File: src/rtl/ptw_pkg.sv
package ptw_pkg;

    localparam int VA_W   = 32;
    localparam int PA_W   = 32;
    localparam int OFF_W  = 12;
    localparam int IDX_W  = 10;
    localparam int PTE_W  = 32;
    localparam int LEVELS = 2;
    localparam int PPN_W  = PA_W - OFF_W;
    localparam int VPN_W  = VA_W - OFF_W;
    localparam int LVL_W  = (LEVELS > 1) ? $clog2(LEVELS) : 1;
    localparam int PTE_SH = $clog2(PTE_W / 8);
    localparam int PERM_W = 3;

    typedef enum logic [2:0] {
        WK_IDLE,
        WK_REQ1,
        WK_WAIT1,
        WK_REQ2,
        WK_WAIT2,
        WK_DONE,
        WK_FAULT
    } walk_state_t;

    typedef struct packed {
        logic [PPN_W-1:0]  ppn;
        logic [PERM_W-1:0] perm;
        logic              present;
    } entry_t;

    // Entry address for a table at page 'base' and slot 'idx'.
    function automatic logic [PA_W-1:0] slot_addr(input logic [PPN_W-1:0] base,
                                                  input logic [IDX_W-1:0] idx);
        logic [PA_W-1:0] off;
        off = PA_W'(idx) << PTE_SH;
        return {base, {OFF_W{1'b0}}} + off;
    endfunction

endpackage

File: src/rtl/ptw_addr_gen.sv
module ptw_addr_gen
    import ptw_pkg::*;
#(
    parameter int N_LVL = LEVELS
) (
    input  logic [VA_W-1:0]             vaddr,
    input  logic [N_LVL-1:0][PPN_W-1:0] bases,
    input  logic [LVL_W-1:0]            level,
    output logic [PA_W-1:0]             addr
);
    logic [N_LVL-1:0][PA_W-1:0] cand;

    genvar l;
    generate
        for (l = 0; l < N_LVL; l++) begin : g_lvl
            localparam int TOP = VA_W - 1 - l * IDX_W;
            assign cand[l] = slot_addr(bases[l], vaddr[TOP -: IDX_W]);
        end
    endgenerate

    logic offset_unused;
    assign offset_unused = ^vaddr[VA_W-1-N_LVL*IDX_W:0];

    assign addr = cand[level];
endmodule

File: src/rtl/ptw_entry_decode.sv
module ptw_entry_decode
    import ptw_pkg::*;
(
    input  logic [PTE_W-1:0] raw,
    output entry_t           ent
);
    logic rsvd_unused;
    assign rsvd_unused = ^raw[OFF_W-1:PERM_W+1];

    assign ent.present = raw[0];
    assign ent.perm    = raw[PERM_W:1];
    assign ent.ppn     = raw[PTE_W-1 -: PPN_W];
endmodule

File: src/rtl/ptw_ctrl.sv
module ptw_ctrl
    import ptw_pkg::*;
(
    input  logic              clk,
    input  logic              rst,
    input  logic              miss_valid,
    input  logic [VA_W-1:0]   miss_vaddr,
    input  logic [PPN_W-1:0]  root_ppn,
    output logic              miss_ready,
    output logic              req_valid,
    output logic [LVL_W-1:0]  req_level,
    input  logic              req_ready,
    input  logic              rsp_valid,
    input  entry_t            rsp_ent,
    output logic [VA_W-1:0]   walk_va,
    output logic [PPN_W-1:0]  walk_root,
    output logic [PPN_W-1:0]  walk_next,
    output logic              done_pulse,
    output logic              fault_pulse,
    output logic [LVL_W-1:0]  fault_lvl,
    output entry_t            leaf
);
    walk_state_t st_q, st_d;

    always_comb begin
        st_d = st_q;
        unique case (st_q)
            WK_IDLE:  if (miss_valid) st_d = WK_REQ1;
            WK_REQ1:  if (req_ready)  st_d = WK_WAIT1;
            WK_WAIT1: if (rsp_valid)  st_d = rsp_ent.present ? WK_REQ2 : WK_FAULT;
            WK_REQ2:  if (req_ready)  st_d = WK_WAIT2;
            WK_WAIT2: if (rsp_valid)  st_d = rsp_ent.present ? WK_DONE : WK_FAULT;
            WK_DONE:  st_d = WK_IDLE;
            WK_FAULT: st_d = WK_IDLE;
            default:  st_d = WK_IDLE;
        endcase
    end

    always_ff @(posedge clk) begin
        if (rst) begin
            st_q      <= WK_IDLE;
            walk_va   <= '0;
            walk_root <= '0;
            walk_next <= '0;
            fault_lvl <= '0;
            leaf      <= '0;
        end else begin
            st_q <= st_d;
            if (st_q == WK_IDLE && miss_valid) begin
                walk_va   <= miss_vaddr;
                walk_root <= root_ppn;
            end
            if (st_q == WK_WAIT1 && rsp_valid) begin
                walk_next <= rsp_ent.ppn;
                fault_lvl <= LVL_W'(0);
            end
            if (st_q == WK_WAIT2 && rsp_valid) begin
                leaf      <= rsp_ent;
                fault_lvl <= LVL_W'(1);
            end
        end
    end

    assign miss_ready  = (st_q == WK_IDLE);
    assign req_valid   = (st_q == WK_REQ1) || (st_q == WK_REQ2);
    assign req_level   = (st_q == WK_REQ2) ? LVL_W'(1) : LVL_W'(0);
    assign done_pulse  = (st_q == WK_DONE);
    assign fault_pulse = (st_q == WK_FAULT);
endmodule

File: src/rtl/page_walker.sv
module page_walker
    import ptw_pkg::*;
(
    input  logic              clk,
    input  logic              rst,
    input  logic              miss_valid,
    input  logic [VA_W-1:0]   miss_vaddr,
    output logic              miss_ready,
    input  logic [PPN_W-1:0]  root_ppn,
    output logic              mem_req_valid,
    input  logic              mem_req_ready,
    output logic [PA_W-1:0]   mem_req_addr,
    input  logic              mem_rsp_valid,
    input  logic [PTE_W-1:0]  mem_rsp_data,
    output logic              fill_valid,
    output logic [VPN_W-1:0]  fill_vpn,
    output logic [PPN_W-1:0]  fill_ppn,
    output logic [PERM_W-1:0] fill_perm,
    output logic              fault_valid,
    output logic [LVL_W-1:0]  fault_level,
    output logic [VA_W-1:0]   fault_vaddr
);
    entry_t                     rsp_ent;
    entry_t                     leaf;
    logic [LVL_W-1:0]           req_level;
    logic [VA_W-1:0]            walk_va;
    logic [PPN_W-1:0]           walk_root;
    logic [PPN_W-1:0]           walk_next;
    logic [LEVELS-1:0][PPN_W-1:0] bases;

    ptw_entry_decode u_dec (
        .raw (mem_rsp_data),
        .ent (rsp_ent)
    );

    ptw_ctrl u_ctrl (
        .clk         (clk),
        .rst         (rst),
        .miss_valid  (miss_valid),
        .miss_vaddr  (miss_vaddr),
        .root_ppn    (root_ppn),
        .miss_ready  (miss_ready),
        .req_valid   (mem_req_valid),
        .req_level   (req_level),
        .req_ready   (mem_req_ready),
        .rsp_valid   (mem_rsp_valid),
        .rsp_ent     (rsp_ent),
        .walk_va     (walk_va),
        .walk_root   (walk_root),
        .walk_next   (walk_next),
        .done_pulse  (fill_valid),
        .fault_pulse (fault_valid),
        .fault_lvl   (fault_level),
        .leaf        (leaf)
    );

    assign bases[0] = walk_root;
    assign bases[1] = walk_next;

    ptw_addr_gen #(.N_LVL(LEVELS)) u_addr (
        .vaddr (walk_va),
        .bases (bases),
        .level (req_level),
        .addr  (mem_req_addr)
    );

    assign fill_vpn    = walk_va[VA_W-1:OFF_W];
    assign fill_ppn    = leaf.ppn;
    assign fill_perm   = leaf.perm;
    assign fault_vaddr = walk_va;
endmodule

File: config.mk
export PLATFORM = sky130hd
export DESIGN_NAME = page_walker
export DESIGN_NICKNAME = d
export VERILOG_FILES = /design/src/rtl/ptw_pkg.sv /design/src/rtl/ptw_addr_gen.sv /design/src/rtl/ptw_entry_decode.sv /design/src/rtl/ptw_ctrl.sv /design/src/rtl/page_walker.sv
export SDC_FILE = /design/constraint.sdc
export NUM_CORES = 1
export LEC_CHECK = 0
export BUFFER_PORTS_ARGS = -buffer_cell sky130_fd_sc_hd__buf_2
export CAP_MARGIN = 40
export CORE_MARGIN = 2
export CORE_UTILIZATION = 51
export CTS_BUF_LIST = sky130_fd_sc_hd__clkbuf_2 sky130_fd_sc_hd__clkbuf_4 sky130_fd_sc_hd__clkbuf_8
export DETAILED_ROUTE_END_ITERATION = 16
export PLACE_DENSITY = 0.92
export SYNTH_ARGS = -nofsm -noshare
export SYNTH_HDL_FRONTEND = slang
export SYNTH_SLANG_ARGS = --single-unit
File: constraint.sdc
create_clock -name clk -period 2 [get_ports clk]
set_input_delay 0.2 -clock clk [delete_from_list [all_inputs] [get_ports clk]]
set_output_delay 0.2 -clock clk [all_outputs]
set_load 0.05 [all_outputs]
==> impl_results.md <==
* Status: complete, no violations
* Static leakage at approximately 2.4 nW
* Skew final at 0.0129 ns
* Initial antenna violation count at 0
* Tcrit/Tclk final at 0.956
* Clk sinks at about 100
* Setup_tns at 0 ns
* Routed length per placed instance at ~14 µm
* Core Footprint at 7810 µm²
* Multi-input gate area at about 1800 µm²
* Share of layout cells above drive strength 1 at 0.391
* Yosys cell types at 31
* Dpl hpwl at between 7000 and 8000 µm
* CP Max Fanout at 15
* Die width at 94.0 µm
* GR met1 Demand/Resource at 0.275
* M3 GR Usage at 0.0425
* Die ar. at 8840 µm²
* CTS root buffer: clkbuf_8
* Gate Count Post-Synth at around 500
* Max clock buf depth at 2
* Routing usage on met2 at 0.443
* Synth Register Bits at slightly below 100
* Vias in the first global route at 3640
* Routed WL at roughly 11000 µm
* Max-cap viol count at 0
* Fill cell count at between 600 and 700
* DR DRC count at 0
* Register-to-Register Path Depth at 5
* DRT Pass-1 Iters at 5
* Critical path arrival at around 1.7 ns
* Final net count at ~750
* Routed Antenna Nets at 0
* Relative slew slack at 0.514
* RSZ-0062 raised after global routing: no
* Tmin final at 1.91 ns
* Final Slew Violations at 0
* Port bufs at 190
* GRT Max-Usage Layer: met2
* Power Density at 1180 nW/µm²
* Num rows at 32
* Global-route wire length before repair at about 17000 µm
* Starting Density at 0.529
* Via density at approximately 5.2
* Mapped cell area at ~4100 µm²
* Util after Layout at 0.671
* Global route total overflow at 0
* Postcts setup bufs at 0
* Worst skew pair latency at 0.34 ns
* Antenna cells at 0
* Routability cong. at ~0.9
* Routed vias at roughly 4k
* Worst hold path class: input pin to register
* Most common cell after layout, fill and taps aside: nand2_1
* Sequential-to-total area share from yosys stat at 0.480
* Area Growth Syn to Fin at 26.8%
* Inserted Clock Buffers at 9
* Gr usage total at 0.239
* Final hold vios at 0
* Least-Margin Pin Slew at between 0.7 and 0.8 ns
* Worst VDD drop at slightly above 500 µV
* Critical Path RT at 1.80 ns
* Largest net degree at the start of global routing at between 50 and 60
* CTS tree: done
* Most frequent cells in the layout: nand2_1 (183), buf_2 (182), dfxtp_1 (98)
* H-tree depth reported by CTS at 3
* Ys Warns at 0
* Critical Path Start Type: register
* WS Path Type: register to output pin
* Initial drt markers at 203
* Worst setup EP type: output pin
* Total area of sequential cells at 1990 µm²
* Syn_area_per_cell at 8.15 µm²
* # setup viols final at 0
* Die Ht at between 90 and 100 µm
* F_max at 0.523 GHz
* Hold depth at 3
* # IOs at 201
* Worst-path clk slew at 0.10 ns
cell families after synthesis:
family,count (synthesis),synth area share
buf+inv,61,0.0863
fa+ha+maj,1,0.00242
compound gates,102,0.135
flops,99,0.480
mux,31,0.0842
other cells,1,0.000907
simple gates,212,0.212
per-stage QoR:
step	power [W]	cells	cell area, µm²	setup slack [ns]	hold WS, ns
floorplan	0.00449	508	4140	0.0895	0.327
global placement	0.00494	752	4990	0.339	0.439
detailed placement	0.00502	752	4990	0.252	0.445
CTS	0.00618	768	5180	0.0199	0.0658
global route	0.00651	770	5240	0.00329	0.0630
finish	0.00619	770	5240	0.0873	0.0828
Yosys cell counts, drive strengths merged:
cell | n | area share
a211oi | 1 | 0.0030
a21oi | 97 | 0.13
a31oi | 4 | 0.0061
and2 | 2 | 0.0030
and3 | 1 | 0.0015
buf | 38 | 0.065
clkbuf | 20 | 0.018
conb | 1 | 0.00091
dfxtp | 99 | 0.48
inv | 3 | 0.0027
maj3 | 1 | 0.0024
mux2 | 30 | 0.082
mux2i | 1 | 0.0024
nand2 | 194 | 0.18
nand2b | 1 | 0.0015
nand3 | 1 | 0.0012
nand3b | 1 | 0.0018
nor2 | 5 | 0.0051
nor3 | 4 | 0.0061
nor3b | 2 | 0.0064
nor4b | 1 | 0.0036
area by class of cell:
cell class                 count  area share
multi-input combinational    348       0.346
sequential                    99       0.379
tap                          102      0.0243
clock buffer                  11      0.0277
timing repair buffer         202       0.214
clock inverter                 5     0.00716
inverter                       3     0.00215
worst paths after layout:
check | startpoint | end | slack [ns]
setup / recovery | u_ctrl.st_q[0]$_SDFFE_PP0P_ | mem_req_addr[14] | 0.09
setup reg to reg | u_ctrl.st_q[1]$_SDFFE_PP0P_ | u_ctrl.leaf[1]$_SDFFE_PP0P_ | 0.23
hold reg to reg | u_ctrl.walk_next[18]$_SDFFE_PP0P_ | u_ctrl.walk_next[18]$_SDFFE_PP0P_ | 0.46
hold / removal | miss_vaddr[1] | u_ctrl.walk_va[1]$_SDFFE_PP0P_ | 0.08
per-layer routing:
layer	share of wire	vias up
met2	0.53	157
met3	0.064	8
met1	0.40	1885
li1	-	1933
met4	0.0083	0
met5	0	-
worst max-delay path, cell delays in order, from the launching register on:
cell and delay (ns):
dfxtp_1 0.35, inv_2 0.08, nor2_4 0.11, nand2_4 0.09, buf_12 0.18, mux2_1 0.33, buf_2 0.22
registers in the layout, summed over array words and instances (netlist names):
signal / flops
u_ctrl.walk_root: 20
u_ctrl.walk_va: 32
u_ctrl.st_q: 3
u_ctrl.leaf: 23
u_ctrl.fault_lvl: 1
u_ctrl.walk_next: 20
what timing repair did:
item,4_1_cts,5_1_grt
hold buffers,0,0
endpoints found under the setup margin,30,27
cloned,0,2
gates resized for setup,1,17
where the power goes:
group,switching (W),internal [W],total [W]
registers,0.000169,0.00221,0.00238
clock network,0.000667,0.000506,0.00117
logic,0.00196,0.000684,0.00264
total,0.00279,0.00340,0.00619
No activity file was read; power rests on OpenSTA's default activity.
